--- config.mk ---
export PLATFORM = sky130hd
export DESIGN_NAME = wr_parity_poison
export DESIGN_NICKNAME = d
export VERILOG_FILES = /design/src/rtl/pp_pkg.sv /design/src/rtl/pp_lane_check.sv /design/src/rtl/pp_ctrl.sv /design/src/rtl/wr_parity_poison.sv
export SDC_FILE = /design/constraint.sdc
export NUM_CORES = 1
export LEC_CHECK = 0
export BUFFER_PORTS_ARGS = -buffer_cell sky130_fd_sc_hd__clkbuf_2
export CORE_ASPECT_RATIO = 0.75
export CORE_UTILIZATION = 49
export CTS_BUF_LIST = sky130_fd_sc_hd__clkbuf_4 sky130_fd_sc_hd__clkbuf_8
export CTS_CLUSTER_SIZE = 10
export DETAILED_ROUTE_END_ITERATION = 8
export MAX_ROUTING_LAYER = met4
export PLACE_DENSITY = 0.88
export REMOVE_ABC_BUFFERS = 1
export SYNTH_ARGS = -nofsm -noshare
export SYNTH_HDL_FRONTEND = slang
export SYNTH_SLANG_ARGS = --single-unit
export TNS_END_PERCENT = 50
--- constraint.sdc ---
create_clock -name clk -period 3.8 [get_ports clk]
set_clock_uncertainty 0.2 [all_clocks]
set_input_delay 0.76 -clock clk [delete_from_list [all_inputs] [get_ports clk]]
set_output_delay 0.76 -clock clk [all_outputs]
set_load 0.02 [all_outputs]
--- src/rtl/pp_pkg.sv ---
package pp_pkg;
    localparam int LANES   = 8;
    localparam int LANE_W  = 8;
    localparam int DATA_W  = LANES * LANE_W;
    localparam int CFG_W   = 32;
    localparam int POISON_BIT = 18;

    typedef logic [LANE_W-1:0] lane_t;
    typedef logic [LANES-1:0]  lmask_t;

    typedef struct packed {
        logic               valid;
        logic [DATA_W-1:0]  data;
        lmask_t             par;
        logic               perr;
        logic               irq;
    } beat_t;

    typedef enum logic {POL_REGEN = 1'b0, POL_POISON = 1'b1} policy_e;

    function automatic logic even_par(input lane_t b);
        return ^b;
    endfunction
endpackage

--- src/rtl/pp_lane_check.sv ---
module pp_lane_check
    import pp_pkg::*;
(
    input  lane_t data_i,
    input  logic  par_i,
    input  logic  inv_i,
    output logic  gen_o,
    output logic  err_o
);
    logic eff_par;

    always_comb begin
        eff_par = par_i ^ inv_i;
        gen_o   = even_par(data_i);
        err_o   = gen_o ^ eff_par;
    end
endmodule

--- src/rtl/pp_ctrl.sv ---
module pp_ctrl
    import pp_pkg::*;
(
    input  logic             clk,
    input  logic             rst,
    input  logic             cfg_we,
    input  logic [CFG_W-1:0] cfg_wdata,
    output logic [CFG_W-1:0] cfg_rdata,
    input  logic             inj_arm,
    input  logic             beat_take,
    output policy_e          policy,
    output logic             inj_armed
);
    always_ff @(posedge clk) begin
        if (rst) begin
            policy    <= POL_REGEN;
            inj_armed <= 1'b0;
        end else begin
            if (cfg_we)
                policy <= policy_e'(cfg_wdata[POISON_BIT]);
            if (inj_arm)
                inj_armed <= 1'b1;
            else if (beat_take)
                inj_armed <= 1'b0;
        end
    end

    always_comb begin
        cfg_rdata             = '0;
        cfg_rdata[POISON_BIT] = policy;
    end
endmodule

--- src/rtl/wr_parity_poison.sv ---
module wr_parity_poison
    import pp_pkg::*;
(
    input  logic              clk,
    input  logic              rst,
    input  logic              cfg_we,
    input  logic [CFG_W-1:0]  cfg_wdata,
    output logic [CFG_W-1:0]  cfg_rdata,
    input  logic              irq_en,
    input  logic              irq_mask,
    input  logic              inj_arm,
    input  logic              in_valid,
    input  logic [DATA_W-1:0] in_data,
    input  logic [LANES-1:0]  in_par,
    output logic              out_valid,
    output logic [DATA_W-1:0] out_data,
    output logic [LANES-1:0]  out_par,
    output logic              out_perr,
    output logic              irq
);
    policy_e policy;
    logic    inj_armed;
    lmask_t  gen, err;
    beat_t   nxt, stage;

    pp_ctrl u_ctrl (
        .clk       (clk),
        .rst       (rst),
        .cfg_we    (cfg_we),
        .cfg_wdata (cfg_wdata),
        .cfg_rdata (cfg_rdata),
        .inj_arm   (inj_arm),
        .beat_take (in_valid),
        .policy    (policy),
        .inj_armed (inj_armed)
    );

    for (genvar i = 0; i < LANES; i++) begin : g_lane
        pp_lane_check u_chk (
            .data_i (in_data[i*LANE_W +: LANE_W]),
            .par_i  (in_par[i]),
            .inv_i  (inj_armed),
            .gen_o  (gen[i]),
            .err_o  (err[i])
        );
    end

    always_comb begin
        nxt.valid = in_valid;
        nxt.data  = in_data;
        nxt.par   = (policy == POL_POISON) ? (gen ^ err) : gen;
        nxt.perr  = in_valid && (|err);
        nxt.irq   = nxt.perr && irq_en && !irq_mask;
    end

    always_ff @(posedge clk) begin
        if (rst) begin
            stage <= '0;
        end else begin
            stage.valid <= nxt.valid;
            stage.perr  <= nxt.perr;
            stage.irq   <= nxt.irq;
            if (in_valid) begin
                stage.data <= nxt.data;
                stage.par  <= nxt.par;
            end
        end
    end

    assign out_valid = stage.valid;
    assign out_data  = stage.data;
    assign out_par   = stage.par;
    assign out_perr  = stage.perr;
    assign irq       = stage.irq;
endmodule

==> results of run 1 <==
worst register-to-register path, cell delays in order (launching register included):
cell	delay, ps
dfxtp_1	720
xnor2_1	220
xor3_1	490
nor4_2	360
a21oi_1	110
sequential cells by signal, indices dropped and copies added (netlist names):
register / cells
u_ctrl.inj_armed: 1
out_par: 8
out_perr: 1
irq: 1
u_ctrl.policy: 1
out_data: 64
out_valid: 1
per-layer routing:
metal / global-route usage / part of all wire / vias to the layer above
met5: - / 0 / -
met4: 0.0507 / 0.0092 / 0
met3: 0.0658 / 0.063 / 8
met2: 0.352 / 0.49 / 120
met1: 0.242 / 0.44 / 1392
li1: - / - / 1449
final cells by class:
| class | instances | area [µm²] | share of cell area |
|---|---|---|---|
| multi-input combinational | 273 | 1980 | 0.422 |
| sequential | 77 | 1540 | 0.328 |
| timing repair buffer | 157 | 793 | 0.169 |
| clock buffer | 11 | 151 | 0.0322 |
| tap | 101 | 126 | 0.0269 |
| clock inverter | 4 | 95.1 | 0.0203 |
| inverter | 1 | 3.75 | 0.000800 |
through the flow:
stage	cells	setup slack [ps]	hold slack, ps	power [mW]	cell area [µm²]
4_1_cts	624	1420	266	2.25	4690
3_3_place_gp	609	1210	249	1.47	4450
5_1_grt	624	1370	290	2.32	4690
3_5_place_dp	609	1230	255	1.49	4450
6_report	624	1420	265	2.22	4690
2_1_floorplan	351	1550	335	1.30	3530
placed cells by master (no fill, tap or decap), drive strengths merged, types with 2 or more instances in the layout:
cell type	netlist	final
conb	1	31
buf	44	3
nand2	16	16
mux2i	65	65
a21oi	10	10
dfxtp	77	77
o211ai	8	8
nor2	67	67
clkbuf	7	165
xnor2	56	56
clkinv	1	2
xor2	8	8
bufinv	0	3
nor4	2	2
xor3	8	8
worst paths after layout:
check / end / cells after the start / from
hold reg to reg: out_par[0] / 2 / out_par[0]
setup reg to reg: irq / 4 / u_ctrl.inj_armed
setup / recovery: cfg_rdata[18] / 1 / u_ctrl.policy
hold / removal: out_par[0] / 2 / out_par[0]
kinds of logic (layout without fill, tap and decap cells):
family / after synthesis / in the layout / share of synthesized area
AND/OR/NAND/NOR: 86 / 86 / 0.0920
flip-flops: 77 / 77 / 0.412
XOR/XNOR: 72 / 72 / 0.202
multiplexers: 65 / 65 / 0.174
buffers and inverters: 52 / 173 / 0.0874
AO/OA/AOI/OAI: 19 / 19 / 0.0315
other: 1 / 31 / 0.00100
power groups by stage:
stage	Combinational [mW]	Clock [mW]	Sequential [mW]
2_1_floorplan	0.318	0	0.978
3_3_place_gp	0.557	0	0.912
3_5_place_dp	0.570	0	0.915
4_1_cts	0.574	0.778	0.897
5_1_grt	0.615	0.802	0.903
6_report	0.567	0.755	0.897
==> impl_results.md, run 1 <==
- Grt ovf: 0
- Synth warnings: 0
- CP bufs+invs: 1
- Power Dens Cells: roughly 470 nW/µm²
- Slew Limit Fails: 0
- Reg power frac: 0.404
- Htree depth: 3
- Slowest CP cell: dfxtp_1
- Unrepaired setup endpoints after global routing: false
- Number of post-CTS setup repair buffers: 0
- Drt total wl: slightly above 8000 µm
- Startpoint types: flop
- Via density: 4.76
- Worst slew margin: 0.438
- Largest net degree at the start of global routing: 43
- Initial antenna violation count: 0
- Clock period minus worst slack: roughly 2400 ps
- Synthesized area per cell: about 10 µm²
- Die Y: 77.6 µm
- Root buffer cell: clkbuf_8
- Via count: between 2,000 and 3,000
- Clock power frac: 0.340
- Avg WL per Cell: between 10 and 15 µm
- Crit Path Max Fanout: 18
- IO Count: 218
- First-pass GRT wire length: between 10,000 and 15,000 µm
- Die W: slightly above 100 µm
- Vias in the first global route: ~2,800
- Post-Synthesis Cells: ~370
- Yosys top cell by area: dfxtp_1
- # DRC: 0
- CTS tree: yes
- CTS Buffer Depth: 2
- Synth Cell Area: 3740 µm²
- Sw frac: 0.282
- Top FF cell, synth: dfxtp_1
- Main area contributors after synthesis: dfxtp_1, mux2i_1, xnor2_1
- Setup violators final: 0
- Max-capacitance violation count: 0
- # diodes: 0
- Nets@finish: 630
- Post-route ant nets: 0
- CORE AREA: about 7400 µm²
- Clk Latency, worst-skew pair: approximately 330 ps
- WP data required: 2840 ps
- Endpoint class of the critical path: primary output
- Resized cells post-CTS: 0
- Pin slew with the least headroom to its limit: 843 ps
- Static Leakage: 2.36 nW
- Hpwl dp: 6030 µm
- FP Rows: 27
- Gr usage total: 0.209
- Worst path cell trace: clkbuf_2
- Min-delay worst type: flop to flop
- Int Pwr: ~1.6 mW
- Initial cell density of the core: 0.508
- Final period util: 0.625
- CP arrival: 1420 ps
- Status: finished, final reports clean
- Die area: 7990 µm²
- Filler instances: 621
- Final Hold Fails: 0
- P&R area growth vs syn: 25.6%
- TritonCTS Buffers: 9
- Worst path top cell family by delay: flip-flops
- Combinational share of power: 0.256
- CP peak stage delay: roughly 790 ps
- CTS Hold Bufs: 0
- Count leader, synth: dfxtp_1
- Yosys cell types: 19
- Share of the synthesized area in the top cell type: 0.412
- Setup TNS: 0 ps
- Net Switching: 0.625 mW
- Port Buffer Count: ~160
- Max Clk Rate: 421 MHz
- Async S/R FF share, synth: 0
- Register area share after synthesis: 0.412
- Yosys reg bits: 77
- List of most frequent post-synthesis cells: dfxtp_1, nor2_1, mux2i_1, xnor2_1, buf_4
- Kind of critical path: flop to primary output
- Worst VDD drop: around 0.26 mV
- Final Util: 0.637
- Layout cells sized above 1: 0.338
- CTS sink cnt: 77
- Routability cong.: between 0.6 and 0.7
- Post-synth EDFFs: 0
- Clk slew on worst S/H paths: 70 ps
- 1st-iter DRT viols: 51
- DRT Pass-1 Iters: 4
- Reg2Reg Setup Slack: roughly 1600 ps
Power figures use the tool's default switching activity.
==> run 2: changes to the inputs <==
--- a/config.mk
+++ b/config.mk
@@ -7,12 +7,12 @@
 export LEC_CHECK = 0
 export BUFFER_PORTS_ARGS = -buffer_cell sky130_fd_sc_hd__clkbuf_2
 export CORE_ASPECT_RATIO = 0.75
-export CORE_UTILIZATION = 49
+export CORE_UTILIZATION = 45
 export CTS_BUF_LIST = sky130_fd_sc_hd__clkbuf_4 sky130_fd_sc_hd__clkbuf_8
 export CTS_CLUSTER_SIZE = 10
 export DETAILED_ROUTE_END_ITERATION = 8
 export MAX_ROUTING_LAYER = met4
-export PLACE_DENSITY = 0.88
+export PLACE_DENSITY = 0.82
 export REMOVE_ABC_BUFFERS = 1
 export SYNTH_ARGS = -nofsm -noshare
 export SYNTH_HDL_FRONTEND = slang
==> constraint.sdc (replaced) <==
create_clock -name clk -period 2.2 [get_ports clk]
set_clock_uncertainty 0.2 [all_clocks]
set_input_delay 0.44 -clock clk [delete_from_list [all_inputs] [get_ports clk]]
set_output_delay 0.44 -clock clk [all_outputs]
set_load 0.02 [all_outputs]
==> run 2 against run 1 <==
  * Design area up 0.93%
  * Total power up 64%
  * Largest power group unchanged
  * Combinational power up 82%
  * Wire length up 6.6%
  * Worst setup slack worse by 1200 ps
==> impl_results.md, run 2 (synthesized netlist as in run 1, its figures left out) <==
- Status: finished, final reports clean
- Setup TNS: 0 ps (unchanged)
- CTS sink cnt: 77 (unchanged)
- Crit Path Max Fanout: 9 (-9)
- FP Rows: 28 (+3.7%)
- Reg2Reg Setup Slack: 230 ps (-1350 ps)
- Final period util: 0.897
- Crit path from: u_ctrl.inj_armed
- Clock period minus worst slack: a little under 2000 ps
- Most frequent cells in the layout: clkbuf_2, dfxtp_1, nor2_1, mux2i_1, xnor2_1
- Die area: 8680 µm² (+8.7%)
- Unrepaired setup endpoints after global routing: false
- CTS Buffer Depth: 2 (unchanged)
- Clk slew on worst S/H paths: 70 ps (about the same)
- Max Clk Rate: 507 MHz
- Worst VDD drop: 0.442 mV (+68%)
- Reg2Reg Capture Point: out_perr
- Die Y: 80.9 µm (+4.2%)
- Placed cell count: 621 (+2.0%)
- Number of post-CTS setup repair buffers: 0 (unchanged)
- Cell depth of the worst flop-to-flop path: 4 (unchanged)
- Sw frac: 0.301 (+0.0194)
- IO Count: 218 (unchanged)
- Reg power frac: 0.424 (+0.020)
- Grt ovf: 0 (unchanged)
- Initial cell density of the core: 0.470 (-0.0375)
- Kind of critical path: flop to flop
- Max-capacitance violation count: 0 (unchanged)
- Endpoint class of the critical path: flop
- First-pass GRT wire length: 13,400 µm (+6.5%)
- Min-delay worst type: primary input to flop
- Power Dens Cells: 770 nW/µm² (+63%)
- Vias in the first global route: 2,806 (-0.36%)
- CP arrival: 1990 ps (+570 ps)
- Filler instances: 696 (+12%)
- Routability cong.: 0.707 (+3.8%)
- Port Buffer Count: 155 (unchanged)
- Max reg flops: 64 (unchanged)
- Static Leakage: 2.39 nW (+1.0%)
- Setup WS pre-CTS: 2.19 ps (-1230 ps)
- Startpoint types: flop
- Total Power: 3.65 mW (+64%)
- Initial antenna violation count: 0 (unchanged)
- Fin cells: 636 (+1.9%)
- Net Switching: 1.10 mW (+76%)
- Hold Path End: u_ctrl.inj_armed
- Worst hold path depth: 3 (+1)
- Slew Limit Fails: 0 (unchanged)
- Via density: 4.64 (-2.5%)
- P&R area growth vs syn: 26.7%
- Combinational share of power: 0.281 (+0.025)
- Largest net degree at the start of global routing: 38 (-12%)
- Post-route ant nets: 0 (unchanged)
- RR Startpoint: u_ctrl.inj_armed
- Root buffer cell: clkbuf_8
- Final hold slack: 111 ps (-154 ps)
- Int Pwr: 2.55 mW (+60%)
- DRT Pass-1 Iters: 4 (unchanged)
- Drt total wl: 8590 µm (+6.6%)
- Layout cells sized above 1: 0.350 (+0.0119)
- Htree depth: 3 (unchanged)
- Final worst setup slack: 227 ps (-1200 ps)
- CTS tree: yes
- 1st-iter DRT viols: 84 (+65%)
- CORE AREA: 7950 µm² (+8.0%)
- # DRC: 0 (unchanged)
- # diodes: 0 (unchanged)
- Nets@finish: 638 (+1.3%)
- Avg WL per Cell: 13.5 µm (+4.6%)
- WP data required: 2220 ps (-620 ps)
- Die W: 107 µm (+4.3%)
- Clock power frac: 0.295 (-0.045)
- Final Hold Fails: 0 (unchanged)
- Setup violators final: 0 (unchanged)
- Hpwl dp: 6600 µm (+9.4%)
- TritonCTS Buffers: 9 (unchanged)
- Gr usage total: 0.208 (-0.000924)
- Via count: 2,949 (-0.67%)
- Clk Latency, worst-skew pair: 340 ps (about the same)
- Hold wc startpoint: inj_arm
- Most common cell after layout, fill and taps aside: clkbuf_2
- CTS Hold Bufs: 0 (unchanged)
[run 2: metal layers]
layer	track usage	wire length, µm	vias to the layer above	share of wire
li1	-	-	1462	-
met1	0.249	3800	1351	0.44
met2	0.345	4140	124	0.48
met3	0.0546	532	12	0.062
met4	0.0712	121	0	0.014
met5	-	0	-	0
[run 2: power groups by stage]
stage | Sequential [mW] | Combinational (mW) | Clock (mW)
6_report | 1.54 | 1.03 | 1.08
5_1_grt | 1.56 | 1.11 | 1.17
4_1_cts | 1.55 | 1.04 | 1.12
3_5_place_dp | 1.58 | 1.03 | 0
3_3_place_gp | 1.57 | 1.00 | 0
2_1_floorplan | 1.69 | 0.550 | 0
[run 2: layout make-up]
class                      count  area (µm²)  area share
tap                          105         131      0.0277
timing repair buffer         165         878       0.185
clock inverter                 4        47.5      0.0100
clock buffer                  11         151      0.0320
multi-input combinational    273        1980       0.419
sequential                    77        1540       0.326
inverter                       1        3.75    0.000792
[run 2: what timing repair did]
item	4_1_cts	5_1_grt
setup endpoints to repair	2	0
gates resized for setup	1	0
hold endpoints to repair	0	0
[run 2: worst max-delay path: stages (launching register included)]
cell and delay [ps]:
dfxtp_2 530, xnor2_1 190, xor3_1 490, nor4_2 340, a21boi_1 100
[run 2: per-stage QoR]
step	cell area (µm²)	util
4_1_cts	4740	0.596
5_1_grt	4740	0.596
3_3_place_gp	4540	0.571
6_report	4740	0.596
2_1_floorplan	3530	-
3_5_place_dp	4540	0.571
[run 2: how the worst max path moves through the flow]
stage / cells past startpoint / slack (ps) / to
after floorplan: 5 / 270 / irq
after global placement: 6 / -20 / irq
after detailed placement: 4 / 2 / out_perr
after CTS: 4 / 200 / out_perr
after global routing: 4 / 70 / out_perr
final: 4 / 230 / out_perr
